## config.mk

```make
export PLATFORM = sky130hd
export DESIGN_NAME = spi_boot_loader
export DESIGN_NICKNAME = d
export VERILOG_FILES = /design/src/rtl/spi_boot_pkg.sv /design/src/rtl/spi_byte_engine.sv /design/src/rtl/boot_stream_parser.sv /design/src/rtl/spi_boot_loader.sv
export SDC_FILE = /design/constraint.sdc
export NUM_CORES = 1
export LEC_CHECK = 0
export BUFFER_PORTS_ARGS = -buffer_cell sky130_fd_sc_hd__buf_2
export CAP_MARGIN = 20
export CORE_UTILIZATION = 40
export CTS_CLUSTER_DIAMETER = 100
export CTS_CLUSTER_SIZE = 20
export DETAILED_ROUTE_END_ITERATION = 8
export HOLD_SLACK_MARGIN = 0.08
export SETUP_SLACK_MARGIN = 0.4
export SYNTH_ARGS = -nofsm -noshare
export SYNTH_HDL_FRONTEND = slang
export SYNTH_SLANG_ARGS = --single-unit
```

## constraint.sdc

```tcl
create_clock -name clk_i -period 2.5 [get_ports clk_i]
set_input_delay 0.5 -clock clk_i [delete_from_list [all_inputs] [get_ports clk_i]]
set_output_delay 0.5 -clock clk_i [all_outputs]
set_load 0.005 [all_outputs]
```

## src/rtl/spi_boot_pkg.sv

```systemverilog
package spi_boot_pkg;
  localparam logic [7:0]  READ_OP    = 8'h03;
  localparam logic [15:0] BOOT_KEY   = 16'h08AA;
  localparam int          RSVD_BYTES = 14;
  localparam int          IDX_W      = $clog2(RSVD_BYTES + 1);

  typedef enum logic [3:0] {
    ST_IDLE, ST_CMD, ST_ADDR, ST_KEY, ST_CLK, ST_RSVD,
    ST_ENTRY, ST_CNT, ST_DEST, ST_DATA, ST_DONE, ST_ERR
  } ld_state_e;
endpackage

```

## src/rtl/spi_byte_engine.sv

```systemverilog
module spi_byte_engine #(
  parameter int HALF_DIV = 4
) (
  input  logic       clk_i,
  input  logic       rst_ni,
  input  logic       go_i,
  input  logic [7:0] tx_i,
  output logic       ready_o,
  output logic [7:0] rx_o,
  output logic       rx_valid_o,
  output logic       sclk_o,
  output logic       mosi_o,
  input  logic       miso_i
);
  localparam int CW = (HALF_DIV > 1) ? $clog2(HALF_DIV) : 1;

  logic          busy_q, sclk_q, mosi_q, rxv_q;
  logic [7:0]    tx_sh, rx_sh, rx_q;
  logic [2:0]    bit_cnt;
  logic [CW-1:0] div_cnt;
  logic          tick;

  assign tick = (div_cnt == CW'(HALF_DIV - 1));

  always_ff @(posedge clk_i or negedge rst_ni) begin
    if (!rst_ni) begin
      busy_q  <= 1'b0;
      sclk_q  <= 1'b0;
      mosi_q  <= 1'b0;
      rxv_q   <= 1'b0;
      tx_sh   <= '0;
      rx_sh   <= '0;
      rx_q    <= '0;
      bit_cnt <= '0;
      div_cnt <= '0;
    end else begin
      rxv_q <= 1'b0;
      if (!busy_q) begin
        if (go_i) begin
          busy_q  <= 1'b1;
          tx_sh   <= tx_i;
          div_cnt <= '0;
          bit_cnt <= '0;
        end
      end else if (tick) begin
        div_cnt <= '0;
        if (!sclk_q) begin
          // leading edge launches data (phase 1)
          sclk_q <= 1'b1;
          mosi_q <= tx_sh[7];
          tx_sh  <= {tx_sh[6:0], 1'b0};
        end else begin
          sclk_q  <= 1'b0;
          rx_sh   <= {rx_sh[6:0], miso_i};
          bit_cnt <= bit_cnt + 3'd1;
          if (bit_cnt == 3'd7) begin
            busy_q <= 1'b0;
            rxv_q  <= 1'b1;
            rx_q   <= {rx_sh[6:0], miso_i};
          end
        end
      end else begin
        div_cnt <= div_cnt + CW'(1);
      end
    end
  end

  assign ready_o    = !busy_q;
  assign rx_o       = rx_q;
  assign rx_valid_o = rxv_q;
  assign sclk_o     = sclk_q;
  assign mosi_o     = mosi_q;


  sclk_idle_low_chk: assert property (@(posedge clk_i) disable iff (!rst_ni)
    !busy_q |-> !sclk_q);

  mosi_hold_fall_chk: assert property (@(posedge clk_i) disable iff (!rst_ni)
    $fell(sclk_q) |-> $stable(mosi_q));

  no_go_busy_chk: assert property (@(posedge clk_i) disable iff (!rst_ni)
    go_i |-> !busy_q);
endmodule

```

## src/rtl/boot_stream_parser.sv

```systemverilog
module boot_stream_parser
  import spi_boot_pkg::*;
(
  input  logic        clk_i,
  input  logic        rst_ni,
  input  logic        start_i,
  input  logic        addr24_i,
  input  logic        ready_i,
  input  logic        rx_valid_i,
  input  logic [7:0]  rx_i,
  output logic        go_o,
  output logic [7:0]  tx_o,
  output logic        cs_no,
  output logic        wr_en_o,
  output logic [31:0] wr_addr_o,
  output logic [15:0] wr_data_o,
  output logic        done_o,
  output logic        error_o,
  output logic [31:0] entry_o,
  output logic [7:0]  presc_o,
  output logic [7:0]  baud_o
);
  ld_state_e        state_q;
  logic [IDX_W-1:0] idx_q, addr_last;
  logic             wait_q, reading;
  logic [7:0]       lo_q;
  logic [15:0]      cnt_q;
  logic [31:0]      dest_q, entry_q;

  assign reading   = (state_q != ST_IDLE) && (state_q != ST_DONE) && (state_q != ST_ERR);
  assign go_o      = reading && ready_i && !wait_q;
  assign tx_o      = (state_q == ST_CMD) ? READ_OP : 8'h00;
  assign cs_no     = !reading;
  assign done_o    = (state_q == ST_DONE);
  assign error_o   = (state_q == ST_ERR);
  assign entry_o   = entry_q;
  assign addr_last = addr24_i ? IDX_W'(2) : IDX_W'(1);

  always_ff @(posedge clk_i or negedge rst_ni) begin
    if (!rst_ni) begin
      state_q   <= ST_IDLE;
      idx_q     <= '0;
      wait_q    <= 1'b0;
      lo_q      <= '0;
      cnt_q     <= '0;
      dest_q    <= '0;
      entry_q   <= '0;
      presc_o   <= '0;
      baud_o    <= '0;
      wr_en_o   <= 1'b0;
      wr_addr_o <= '0;
      wr_data_o <= '0;
    end else begin
      wr_en_o <= 1'b0;
      if (go_o) wait_q <= 1'b1;
      if (!reading) begin
        if (start_i) begin
          state_q <= ST_CMD;
          idx_q   <= '0;
          wait_q  <= 1'b0;
          entry_q <= '0;
        end
      end else if (rx_valid_i) begin
        wait_q <= 1'b0;
        idx_q  <= idx_q + IDX_W'(1);
        case (state_q)
          ST_CMD: begin
            state_q <= ST_ADDR;
            idx_q   <= '0;
          end
          ST_ADDR: if (idx_q == addr_last) begin
            state_q <= ST_KEY;
            idx_q   <= '0;
          end
          ST_KEY: begin
            lo_q <= rx_i;
            if (idx_q != '0) begin
              idx_q   <= '0;
              state_q <= ({rx_i, lo_q} == BOOT_KEY) ? ST_CLK : ST_ERR;
            end
          end
          ST_CLK: begin
            if (idx_q == '0) presc_o <= rx_i;
            else begin
              baud_o  <= rx_i;
              state_q <= ST_RSVD;
              idx_q   <= '0;
            end
          end
          ST_RSVD: if (idx_q == IDX_W'(RSVD_BYTES - 1)) begin
            state_q <= ST_ENTRY;
            idx_q   <= '0;
          end
          ST_ENTRY: begin
            case (idx_q)
              IDX_W'(0): entry_q[23:16] <= rx_i;
              IDX_W'(1): begin
                entry_q[31:24] <= rx_i;
                if (rx_i != 8'h00) state_q <= ST_ERR;
              end
              IDX_W'(2): entry_q[7:0] <= rx_i;
              default: begin
                entry_q[15:8] <= rx_i;
                state_q       <= ST_CNT;
                idx_q         <= '0;
              end
            endcase
          end
          ST_CNT: begin
            if (idx_q == '0) cnt_q[7:0] <= rx_i;
            else begin
              cnt_q[15:8] <= rx_i;
              idx_q       <= '0;
              state_q     <= ({rx_i, cnt_q[7:0]} == 16'h0) ? ST_DONE : ST_DEST;
            end
          end
          ST_DEST: begin
            case (idx_q)
              IDX_W'(0): dest_q[23:16] <= rx_i;
              IDX_W'(1): dest_q[31:24] <= rx_i;
              IDX_W'(2): dest_q[7:0]   <= rx_i;
              default: begin
                dest_q[15:8] <= rx_i;
                state_q      <= ST_DATA;
                idx_q        <= '0;
              end
            endcase
          end
          ST_DATA: begin
            if (idx_q == '0) lo_q <= rx_i;
            else begin
              wr_en_o   <= 1'b1;
              wr_addr_o <= dest_q;
              wr_data_o <= {rx_i, lo_q};
              dest_q    <= dest_q + 32'd1;
              cnt_q     <= cnt_q - 16'd1;
              idx_q     <= '0;
              if (cnt_q == 16'd1) state_q <= ST_CNT;
            end
          end
          default: state_q <= ST_ERR;
        endcase
      end
    end
  end


  wr_in_window_chk: assert property (@(posedge clk_i) disable iff (!rst_ni)
    wr_en_o |-> !cs_no);

  done_err_excl_chk: assert property (@(posedge clk_i) disable iff (!rst_ni)
    !(done_o && error_o));

  error_hold_chk: assert property (@(posedge clk_i) disable iff (!rst_ni)
    (error_o && !start_i) |=> error_o);

  done_hold_chk: assert property (@(posedge clk_i) disable iff (!rst_ni)
    (done_o && !start_i) |=> done_o);

  done_on_byte_chk: assert property (@(posedge clk_i) disable iff (!rst_ni)
    $rose(done_o) |-> $past(rx_valid_i));

  error_on_byte_chk: assert property (@(posedge clk_i) disable iff (!rst_ni)
    $rose(error_o) |-> $past(rx_valid_i));
endmodule

```

## src/rtl/spi_boot_loader.sv

```systemverilog
module spi_boot_loader #(
  parameter int SCK_HALF_CYCLES = 4
) (
  input  logic        clk_i,
  input  logic        rst_ni,
  input  logic        start_i,
  input  logic        addr24_i,
  output logic        sclk_o,
  output logic        cs_no,
  output logic        mosi_o,
  input  logic        miso_i,
  output logic        wr_en_o,
  output logic [31:0] wr_addr_o,
  output logic [15:0] wr_data_o,
  output logic        done_o,
  output logic        error_o,
  output logic [31:0] entry_o,
  output logic [7:0]  presc_o,
  output logic [7:0]  baud_o
);
  logic       go, ready, rx_valid;
  logic [7:0] tx_byte, rx_byte;

  spi_byte_engine #(.HALF_DIV(SCK_HALF_CYCLES)) i_engine (
    .clk_i, .rst_ni,
    .go_i(go), .tx_i(tx_byte), .ready_o(ready),
    .rx_o(rx_byte), .rx_valid_o(rx_valid),
    .sclk_o, .mosi_o, .miso_i
  );

  boot_stream_parser i_parser (
    .clk_i, .rst_ni, .start_i, .addr24_i,
    .ready_i(ready), .rx_valid_i(rx_valid), .rx_i(rx_byte),
    .go_o(go), .tx_o(tx_byte), .cs_no,
    .wr_en_o, .wr_addr_o, .wr_data_o,
    .done_o, .error_o, .entry_o, .presc_o, .baud_o
  );
endmodule

```

==> out/results.tsv, run 1 <==
stage	metric	value	unit
outcome	outcome	finished clean	
sta	crit share post-route	90.6	%
layout	final instance area	11600	µm²
global_route	GRT overflow	0	
critical_path	crit-path max FO	4	
critical_path	Setup CP Type	flop to flop	
floorplanning	die area	23600	µm²
floorplanning	Die Height	154	µm
drt	Routed WL	24.5	mm
layout	fin util	51.2	%
floorplanning	# IOs	107	
drt	Final ANT Viol Nets	0	
synth	Yosys cell types	77	
min_path	worst hold path type	input pin to flop	
synth	Synth area leader	dfrtp_1	
global_route	vias in the first global route	7267	
critical_path	Worst setup SP type	flop	
synth	Post-Synth XOR/XNOR Area	0.191	%
synth	Syn Nets	913	
drt	TritonRoute pass-1 iters	5	
pwr	Power Density	848	nW/µm²
sta	RSZ-0062 raised after global routing	yes	
synth	most common cell in the synthesized netlist	dfrtp_1	
synth	Synth Area in Adders	1.50	%
synth	Synth top cells by count	194 x dfrtp_1, 130 x nand2_1, 76 x mux2_2	
placed_design	dpl cell area	10400	µm²
floorplanning	Placement Rows	55	
cts	CTS sink cnt	194	
sta	Final Slew Violations	0	
cts	Clock Path Buffers	2	
critical_path	critical path cell sequence	buf_12 > ha_4 > or3_4 > a311oi_2 > a211oi_2 > or4_1 > nand4b_1 > nand2_1	
layout	Layout Nets	1076	
critical_path	Max stage delay on crit path	0.54	ns
layout	Syn-to-layout area delta	25.8	%
sta	fmax	441	MHz
pwr	peak supply drop	0.472	mV
pwr	Static Leak	5.73	nW
sta	# setup viols final	0	
layout	layout cells sized above 1	35.2	%
synth	Area contributors post-synth	dfrtp_1 53%, mux2_2 9.3%, nand2_1 5.3%, o21ai_0 3.6%, a21oi_1 2.8%	
synth	asr flop ratio synth	100	%
cts	H-tree levels	4	
critical_path	CP endpoint kind	flop	
drt	DRC Markers	0	
placed_design	number of I/O port buffers	106	
cts	CTS tree	yes	
floorplanning	initial core utilization	40.7	%
synth	ys flop type	dfrtp_1	
sta	Final Hold Violating Endpoints	0	
critical_path	critical path's slowest cell	or4_1	
drt	Avg Vias per Cell	5.60	
cts	clk slew on worst S/H paths	0.07	ns
synth	synthesized flop and latch total	194	
sta	skew final	0.0105	ns
critical_path	Data arrival, critical path	2.59	ns
synth	Post-synth EDFFs	0	
synth	register area share after synthesis	52.8	%
cts	Clk Tree Root Cell	clkbuf_16	
floorplanning	Die X	154	µm
synth	Ys Warns	0	
drt	WL/cell	18.0	µm
cts	CTS Buf Count	17	
placed_design	Post-DP HPWL	16.3	mm
global_route	GRT Total Usage	21.2	%
drt	initial drt markers	435	
sta	final hold slack	0.305	ns
synth	Synth Area in Compound Gates	16.8	%
cts	clock insertion delay at the later pin of the skew report	0.44	ns
floorplanning	Core Area	22600	µm²
sta	worst relative slew slack	60.1	%
global_route	antenna violations before repair	0	
drt	DR vias	7603	
synth	largest family of logic cells by synthesized area	compound AO/OA/AOI/OAI gates	
critical_path	CP Buf/Inv Count	1	
critical_path	top cell family by delay on the critical path	simple AND/OR/NAND/NOR gates	
global_route	largest net degree at the start of global routing	55	
sta	Sum Neg Setup Slack	0	ns
layout	diode count	0	
synth	Synth Area per Inst	10.3	µm²
critical_path	WP data required	2.82	ns
synth	post-synthesis simple-gate area fraction	15.9	%
sta	minimum clock period	2.27	ns
synth	Mapped Cells	897	
synth	cell area after synthesis	9200	µm²
placed_design	Final Wtd Congestion	0.922	
sta	measured slew at the worst slew-check pin	0.599	ns
synth	top-area cell type share of the netlist area	52.8	%
synth	multiplexer share of the synthesized area	9.55	%
flow_run	max cap viols	0	
global_route	global-route wire length before repair	39.2	mm
==> what timing repair did <==
action | 4_1_cts | 5_1_grt
endpoints found under the setup margin | 128 | 130
setup buffers | 29 | 9
pin swaps | 13 | 15
resized for setup | 26 | 27
hold buffers | 1 | 0
cloned | 2 | 2
hold endpoints to repair | 50 | 0
==> logic make-up (layout without fill, tap and decap cells) <==
kind of cell,after synthesis,after routing
AND/OR/NAND/NOR,302,303
AO/OA/AOI/OAI,238,238
flip-flops,194,194
multiplexers,78,78
buffers and inverters,72,247
adder cells (fa/ha/maj),11,11
XOR/XNOR,2,2
==> layout by cell type (no fill, tap or decap), drive strengths merged, types with 3 or more instances in the layout <==
cell type,synthesis,final
and3,8,8
o21a,6,6
a22oi,3,3
o22ai,9,9
o22a,23,23
a2111oi,3,3
or4,4,4
nor3,14,14
nand4,7,7
a41oi,6,6
nand3,31,31
nand3b,4,4
a31oi,17,17
dfrtp,194,194
inv,15,21
clkinvlp,0,3
o21ai,75,75
nor4,9,9
or3,5,5
o31ai,3,3
a21o,6,6
nand2b,5,5
clkbuf,36,20
buf,20,196
ha,11,11
nor2,61,61
mux2,78,78
nor2b,7,7
a22o,4,4
and2,5,5
a31o,5,5
a21oi,52,52
nand2,130,130
clkinv,1,4
==> metrics by stage <==
step	setup slack, ns	total power, mW	cells
2_1_floorplan	0.382	5.42	897
3_3_place_gp	0.224	6.46	1283
3_5_place_dp	0.196	6.49	1283
4_1_cts	0.245	9.56	1347
5_1_grt	0.157	10.3	1358
6_report	0.235	9.80	1358
==> flip-flops by register name, summed over array words and instances, names as in the netlist, 2 cells and up <==
| name | count |
|---|---|
| i_engine.rx_sh | 7 |
| i_parser.presc_o | 8 |
| i_parser.lo_q | 8 |
| i_engine.bit_cnt | 3 |
| i_parser.entry_o | 32 |
| i_engine.tx_sh | 8 |
| i_parser.baud_o | 8 |
| i_parser.state_q | 4 |
| i_parser.dest_q | 32 |
| i_engine.rx_o | 8 |
| i_parser.wr_data_o | 16 |
| i_engine.div_cnt | 2 |
| i_parser.wr_addr_o | 32 |
| i_parser.idx_q | 4 |
| i_parser.cnt_q | 16 |
==> final timing paths <==
check,startpoint,to,slack [ns],cells past startpoint
max,i_parser.idx_q[1],i_parser.idx_q[2],0.23,8
min,miso_i,i_engine.rx_o[0],0.31,3
max reg2reg,i_parser.idx_q[1],i_parser.idx_q[2],0.23,8
min reg2reg,i_engine.tx_sh[7],i_engine.tx_sh[7],0.47,2
max in group asynchronous,rst_ni,i_parser.idx_q[1],1.22,3
min in group asynchronous,rst_ni,i_parser.entry_o[29],0.60,2
==> cell type report <==
class                   instances  area [µm²]
fillers                      2109       11000
multi-input cells             632        4280
well taps                     285         357
repair inverters                1        5.00
clock inverters                13         160
clock buffers                  19         453
inverters                      16        65.1
repair buffers                198        1380
flip-flops and latches        194        4860
==> where the power goes <==
part | internal, mW | switching (mW) | total [mW]
logic | 1.42 | 1.87 | 3.29
registers | 3.43 | 0.228 | 3.66
clock network | 1.56 | 1.29 | 2.86
==> worst register-to-register path, delay by kind of cell, from the launching register on <==
family | cells | cell delay (ns)
AND/OR/NAND/NOR | 4 | 1.05
flip-flops | 1 | 0.45
AO/OA/AOI/OAI | 2 | 0.37
adder cells (fa/ha/maj) | 1 | 0.15
buffers and inverters | 1 | 0.14
==> metal layers <==
metal / part of all wire, % / GRT usage, % / up-vias / routed length [µm]
li1: - / - / 3583 / -
met1: 45 / 28.6 / 3757 / 10900
met2: 48 / 34.6 / 221 / 11800
met3: 5.0 / 3.83 / 42 / 1230
met4: 2.1 / 6.57 / 0 / 512
met5: 0 / 0 / - / 0
(Power assumes the default switching activity.)
==> inputs of run 2 (changes only) <==
==> constraint.sdc (replaced) <==
create_clock -name clk_i -period 2.5 [get_ports clk_i]
set_input_delay 0.25 -clock clk_i [delete_from_list [all_inputs] [get_ports clk_i]]
set_output_delay 0.25 -clock clk_i [all_outputs]
set_load 0.005 [all_outputs]
==> run 2 against run 1 <==
  * Clock-buffer cell count is 1 lower
  * Critical path type unchanged
  * Highest routed layer unchanged
  * Non-clock buffer count fell by 13
  * Sequential share of layout area is 0.42 points higher
==> out/results.tsv, run 2 (synthesized netlist as in run 1, its figures left out) <==
stage	metric	value	unit	change
placed_design	Post-DP HPWL	16.3	mm	about the same
flow_run	max cap viols	0		unchanged
min_path	worst hold path type	input pin to flop		
floorplanning	Core Area	22600	µm²	unchanged
sta	Final Slew Violations	0		unchanged
sta	measured slew at the worst slew-check pin	0.677	ns	+0.0788 ns
critical_path	Most common cell on crit path	or4_4		
critical_path	top cell family by delay on the critical path	simple AND/OR/NAND/NOR gates		
sta	skew final	0.0157	ns	+0.00526 ns
critical_path	Worst setup SP type	flop		
global_route	GRT overflow	0		unchanged
placed_design	placed cell count	1286		+0.23%
placed_design	worst slack, placed	0.168	ns	-0.0289 ns
cts	clock insertion delay at the later pin of the skew report	0.44	ns	about the same
cts	clk slew on worst S/H paths	0.07	ns	about the same
layout	final instance area	11500	µm²	-0.96%
critical_path	crit-path max FO	4		unchanged
global_route	vias in the first global route	7223		-0.61%
floorplanning	Die X	154	µm	unchanged
pwr	Power Density	833	nW/µm²	-1.7%
critical_path	critical path cell sequence	or4_4 > nor4_4 > a31oi_4 > or4_4 > nor3_2 > o32ai_1		
sta	fmax	443	MHz	+0.44%
cts	Clock Path Buffers	2		unchanged
sta	worst relative slew slack	54.4	%	-5.7 points
placed_design	number of I/O port buffers	106		unchanged
critical_path	Setup CP Type	flop to flop		
critical_path	CP Buf/Inv Count	0		-1
cts	CTS sink cnt	194		unchanged
drt	initial drt markers	662		+52%
sta	Setup WS post-layout	0.245	ns	+0.00996 ns
layout	commonest non-fill, non-tap cell in the layout	dfrtp_1		
cts	H-tree levels	4		unchanged
layout	diode count	0		unchanged
layout	Layout Cells excl Fill	1344		-1.0%
floorplanning	die area	23600	µm²	unchanged
sta	Final Hold Violating Endpoints	0		unchanged
critical_path	WP data required	2.80	ns	-0.02 ns
critical_path	critical path's slowest cell	or4_4		
global_route	global-route wire length before repair	39.3	mm	+0.28%
critical_path	Data arrival, critical path	2.55	ns	-0.04 ns
global_route	antenna violations before repair	0		unchanged
critical_path	Max stage delay on crit path	0.56	ns	+0.02 ns
cts	CTS Buf Count	17		unchanged
layout	Register Area	4870	µm²	about the same
layout	fill count	2094		-0.71%
global_route	largest net degree at the start of global routing	77		+40%
global_route	GRT Total Usage	21.0	%	-0.15 points
layout	Layout Nets	1062		-1.3%
drt	DRC Markers	0		unchanged
drt	TritonRoute pass-1 iters	5		unchanged
pwr	peak supply drop	0.475	mV	+0.75%
drt	Routed WL	24.3	mm	-0.78%
layout	commonest cells after routing, fill and taps aside	185 x dfrtp_1, 127 x nand2_1, 105 x buf_2		
cts	Clk Tree Root Cell	clkbuf_16		
outcome	outcome	finished clean		
pwr	Static Leak	5.63	nW	-1.7%
sta	minimum clock period	2.26	ns	-0.00996 ns
drt	Avg Vias per Cell	5.57		-0.54%
sta	# setup viols final	0		unchanged
floorplanning	Die Height	154	µm	unchanged
placed_design	Final Wtd Congestion	0.975		+5.7%
pwr	Pwr Total	9.54	mW	-2.7%
layout	layout cells sized above 1	34.7	%	-0.57 points
layout	Syn-to-layout area delta	24.6	%	
cts	CTS tree	yes		
drt	DR vias	7484		-1.6%
drt	WL/cell	18.1	µm	+0.25%
critical_path	CP endpoint kind	flop		
sta	RSZ-0062 raised after global routing	yes		
drt	Final ANT Viol Nets	0		unchanged
floorplanning	initial core utilization	40.7	%	unchanged
sta	crit share post-route	90.2	%	-0.40 points
layout	area of the multi-input gates	4350	µm²	+1.7%
floorplanning	Placement Rows	55		unchanged
placed_design	dpl cell area	10400	µm²	+0.22%
floorplanning	# IOs	107		unchanged
sta	Sum Neg Setup Slack	0	ns	unchanged
-- run 2: through the flow --
step,hold slack (ns),utilization (%)
floorplan,-0.0456,-
global placement,0.339,46.0
detailed placement,0.331,46.0
CTS,0.154,49.6
global route,0.168,50.7
finish,0.186,50.7
-- run 2: final cells by class --
cell class              count  area share, %
repair buffers            185           10.6
clock buffers              18           3.75
well taps                 285           3.11
flip-flops and latches    194           42.5
multi-input cells         632           38.0
clock inverters            14           1.47
inverters                  16          0.524
-- run 2: worst reg2reg max path, cell delays in order, from the launching register on --
cell and delay (ns):
dfrtp_1 0.42, or4_4 0.56, nor4_4 0.27, a31oi_4 0.16, or4_4 0.45, nor3_2 0.16
o32ai_1 0.11
-- run 2: power breakdown --
group	internal (mW)	switching [mW]	total, mW
Sequential	3.43	0.276	3.70
Combinational	1.25	1.78	3.03
Clock	1.51	1.29	2.81
-- run 2: final timing paths --
path,from,to,slack [ns],cells after the start
max in group asynchronous,rst_ni,i_parser.idx_q[2],1.35,3
max reg2reg,i_parser.cnt_q[10],i_parser.state_q[3],0.24,6
min in group asynchronous,rst_ni,i_parser.entry_o[20],0.42,2
min reg2reg,i_engine.tx_sh[7],i_engine.tx_sh[7],0.47,2
min,start_i,i_parser.idx_q[2],0.19,3
max,i_parser.cnt_q[10],i_parser.state_q[3],0.24,6
-- run 2: metal layers --
| metal | up-vias | share of wire, % | track usage, % |
|---|---|---|---|
| met5 | - | 0 | 0 |
| met1 | 3703 | 46 | 28.7 |
| li1 | 3542 | - | - |
| met3 | 30 | 4.9 | 4.23 |
| met4 | 0 | 1.6 | 6.00 |
| met2 | 209 | 48 | 33.9 |
-- run 2: repair_timing --
action,4_1_cts,5_1_grt
pin swaps,11,12
gates resized for setup,17,54
endpoints found under the setup margin,109,146
hold buffers,2,0
hold endpoints to repair,74,0
buffers inserted,15,8
gates cloned,0,1
==> inputs of run 3 (changes only) <==
- SETUP_SLACK_MARGIN: 0.4 -> default
==> run 3 against run 2 <==
  * Sequential power is essentially flat
  * Die area is the same
  * Cell count shrank 2.1%
  * Final area shrank 4.9%
  * Worst hold slack lost 0.014 ns
  * Via count shrank 2.1%
  * Flip-flop and latch count is the same
  * Critical endpoint is now i_parser.idx_q[3]
  * Largest cell class unchanged
  * Core utilization shrank 2.5 points
==> out/results.tsv, run 3 (synthesized netlist as in run 1, its figures left out) <==
stage	metric	value	unit	change
sta	RSZ-0062 raised after global routing	yes		
global_route	largest net degree at the start of global routing	73		-5.2%
sta	Final Slew Violations	0		unchanged
placed_design	number of I/O port buffers	106		unchanged
drt	DR vias	7329		-2.1%
floorplanning	Core Area	22600	µm²	unchanged
drt	TritonRoute pass-1 iters	4		-1
pwr	Power Density	820	nW/µm²	-1.6%
floorplanning	# IOs	107		unchanged
drt	Routed WL	23.3	mm	-4.0%
sta	final hold slack	0.171	ns	-0.0144 ns
cts	Post-CTS Setup Inserts	0		-15
pwr	Pwr Total	8.92	mW	-6.5%
layout	Syn-to-layout area delta	18.4	%	
floorplanning	Die Height	154	µm	unchanged
drt	Final ANT Viol Nets	0		unchanged
drt	DRC Markers	0		unchanged
cts	Clk Tree Root Cell	clkbuf_16		
outcome	outcome	finished clean		
cts	clk slew on worst S/H paths	0.07	ns	about the same
sta	Final Hold Violating Endpoints	0		unchanged
flow_run	max cap viols	0		unchanged
sta	# setup viols final	0		unchanged
cts	CTS sink cnt	194		unchanged
sta	skew final	0.0135	ns	-0.00226 ns
floorplanning	Die X	154	µm	unchanged
critical_path	WP data required	2.82	ns	+0.02 ns
pwr	peak supply drop	0.442	mV	-7.1%
critical_path	Setup CP Type	flop to flop		
layout	layout cells sized above 1	28.3	%	-6.3 points
drt	Avg Vias per Cell	5.57		about the same
min_path	worst hold path type	input pin to flop		
layout	commonest cells after routing, fill and taps aside	192 x dfrtp_1, 130 x nand2_1, 105 x buf_2		
global_route	GRT Total Usage	20.7	%	-0.29 points
layout	Register Area	4860	µm²	-0.18%
layout	Layout Nets	1034		-2.6%
pwr	Static Leak	5.41	nW	-3.9%
global_route	antenna violations before repair	0		unchanged
sta	minimum clock period	2.41	ns	+0.152 ns
layout	area of the multi-input gates	4070	µm²	-6.6%
critical_path	Worst setup SP type	flop		
critical_path	CP endpoint kind	flop		
sta	fmax	415	MHz	-6.3%
global_route	GRT overflow	0		unchanged
floorplanning	Placement Rows	55		unchanged
sta	measured slew at the worst slew-check pin	0.867	ns	+0.189 ns
floorplanning	initial core utilization	40.7	%	unchanged
global_route	global-route wire length before repair	38.5	mm	-2.2%
floorplanning	die area	23600	µm²	unchanged
sta	worst relative slew slack	41.8	%	-13 points
cts	CTS Buf Count	17		unchanged
layout	commonest non-fill, non-tap cell in the layout	dfrtp_1		
sta	crit share post-route	96.3	%	+6.1 points
placed_design	Final Wtd Congestion	0.880		-9.7%
layout	fill count	2118		+1.1%
critical_path	crit-path max FO	8		+4
cts	clock insertion delay at the later pin of the skew report	0.44	ns	about the same
drt	WL/cell	17.7	µm	-2.0%
cts	H-tree levels	4		unchanged
cts	CTS tree	yes		
placed_design	Post-DP HPWL	16.4	mm	+0.39%
drt	initial drt markers	370		-44%
global_route	vias in the first global route	7137		-1.2%
cts	Clock Path Buffers	2		unchanged
critical_path	Data arrival, critical path	2.72	ns	+0.17 ns
run 3: path summary, 6_finish.rpt:
path,start,cells past startpoint,slack [ns],endpoint
worst max register to register,i_parser.idx_q[0],8,0.09,i_parser.idx_q[3]
worst min register to register,i_engine.tx_sh[6],2,0.47,i_engine.tx_sh[6]
worst max-delay path,i_parser.idx_q[0],8,0.09,i_parser.idx_q[3]
min in group asynchronous,rst_ni,2,0.39,i_parser.wr_addr_o[9]
worst min-delay path,start_i,3,0.17,i_parser.idx_q[2]
max in group asynchronous,rst_ni,3,1.26,i_parser.wr_addr_o[19]
run 3: metal layers:
metal / wire length, µm / part of all wire (%) / global-route usage, %
met1: 11000 / 47 / 28.7
met2: 10600 / 46 / 32.0
met3: 1250 / 5.4 / 4.71
met5: 0 / 0 / 0
met4: 430 / 1.8 / 7.05
run 3: repair_timing:
action                                  CTS  global route
hold buffers                              2             0
endpoints found under the setup margin    0            26
endpoints found under the hold margin    71             0
resized for setup                         0             5
run 3: cell type report:
cell class                 count  share of cell area (%)
antenna                        1                  0.0230
clock buffer                  19                    4.16
clock inverter                12                   0.862
inverter                      16                   0.552
multi-input combinational    631                    37.4
sequential                   194                    44.6
tap                          285                    3.28
timing repair buffer         158                    9.16
run 3: worst max-delay path: stages (launching register included):
cell and delay (ns):
dfrtp_2 0.42, inv_1 0.08, ha_1 0.24, or3_1 0.44, a311oi_2 0.28, a211oi_1 0.12
o31ai_2 0.35, nor3_1 0.10, a211o_1 0.28
run 3: stage by stage:
step | util (%) | setup slack [ns] | cell area [µm²] | std cells | setup TNS [ns]
floorplan | - | 0.226 | 9200 | 897 | 0
global placement | 45.6 | 0.137 | 10300 | 1282 | 0
CTS | 48.1 | 0.0495 | 10900 | 1315 | 0
finish | 48.2 | 0.0921 | 10900 | 1316 | 0
detailed placement | 45.6 | 0.0494 | 10300 | 1282 | 0
global route | 48.2 | -0.0640 | 10900 | 1315 | -0.296
run 3: power breakdown:
part,internal [mW],total (mW),switching (mW)
Clock,1.34,2.61,1.27
Sequential,3.42,3.71,0.285
Combinational,1.02,2.60,1.58
Total,5.79,8.92,3.14
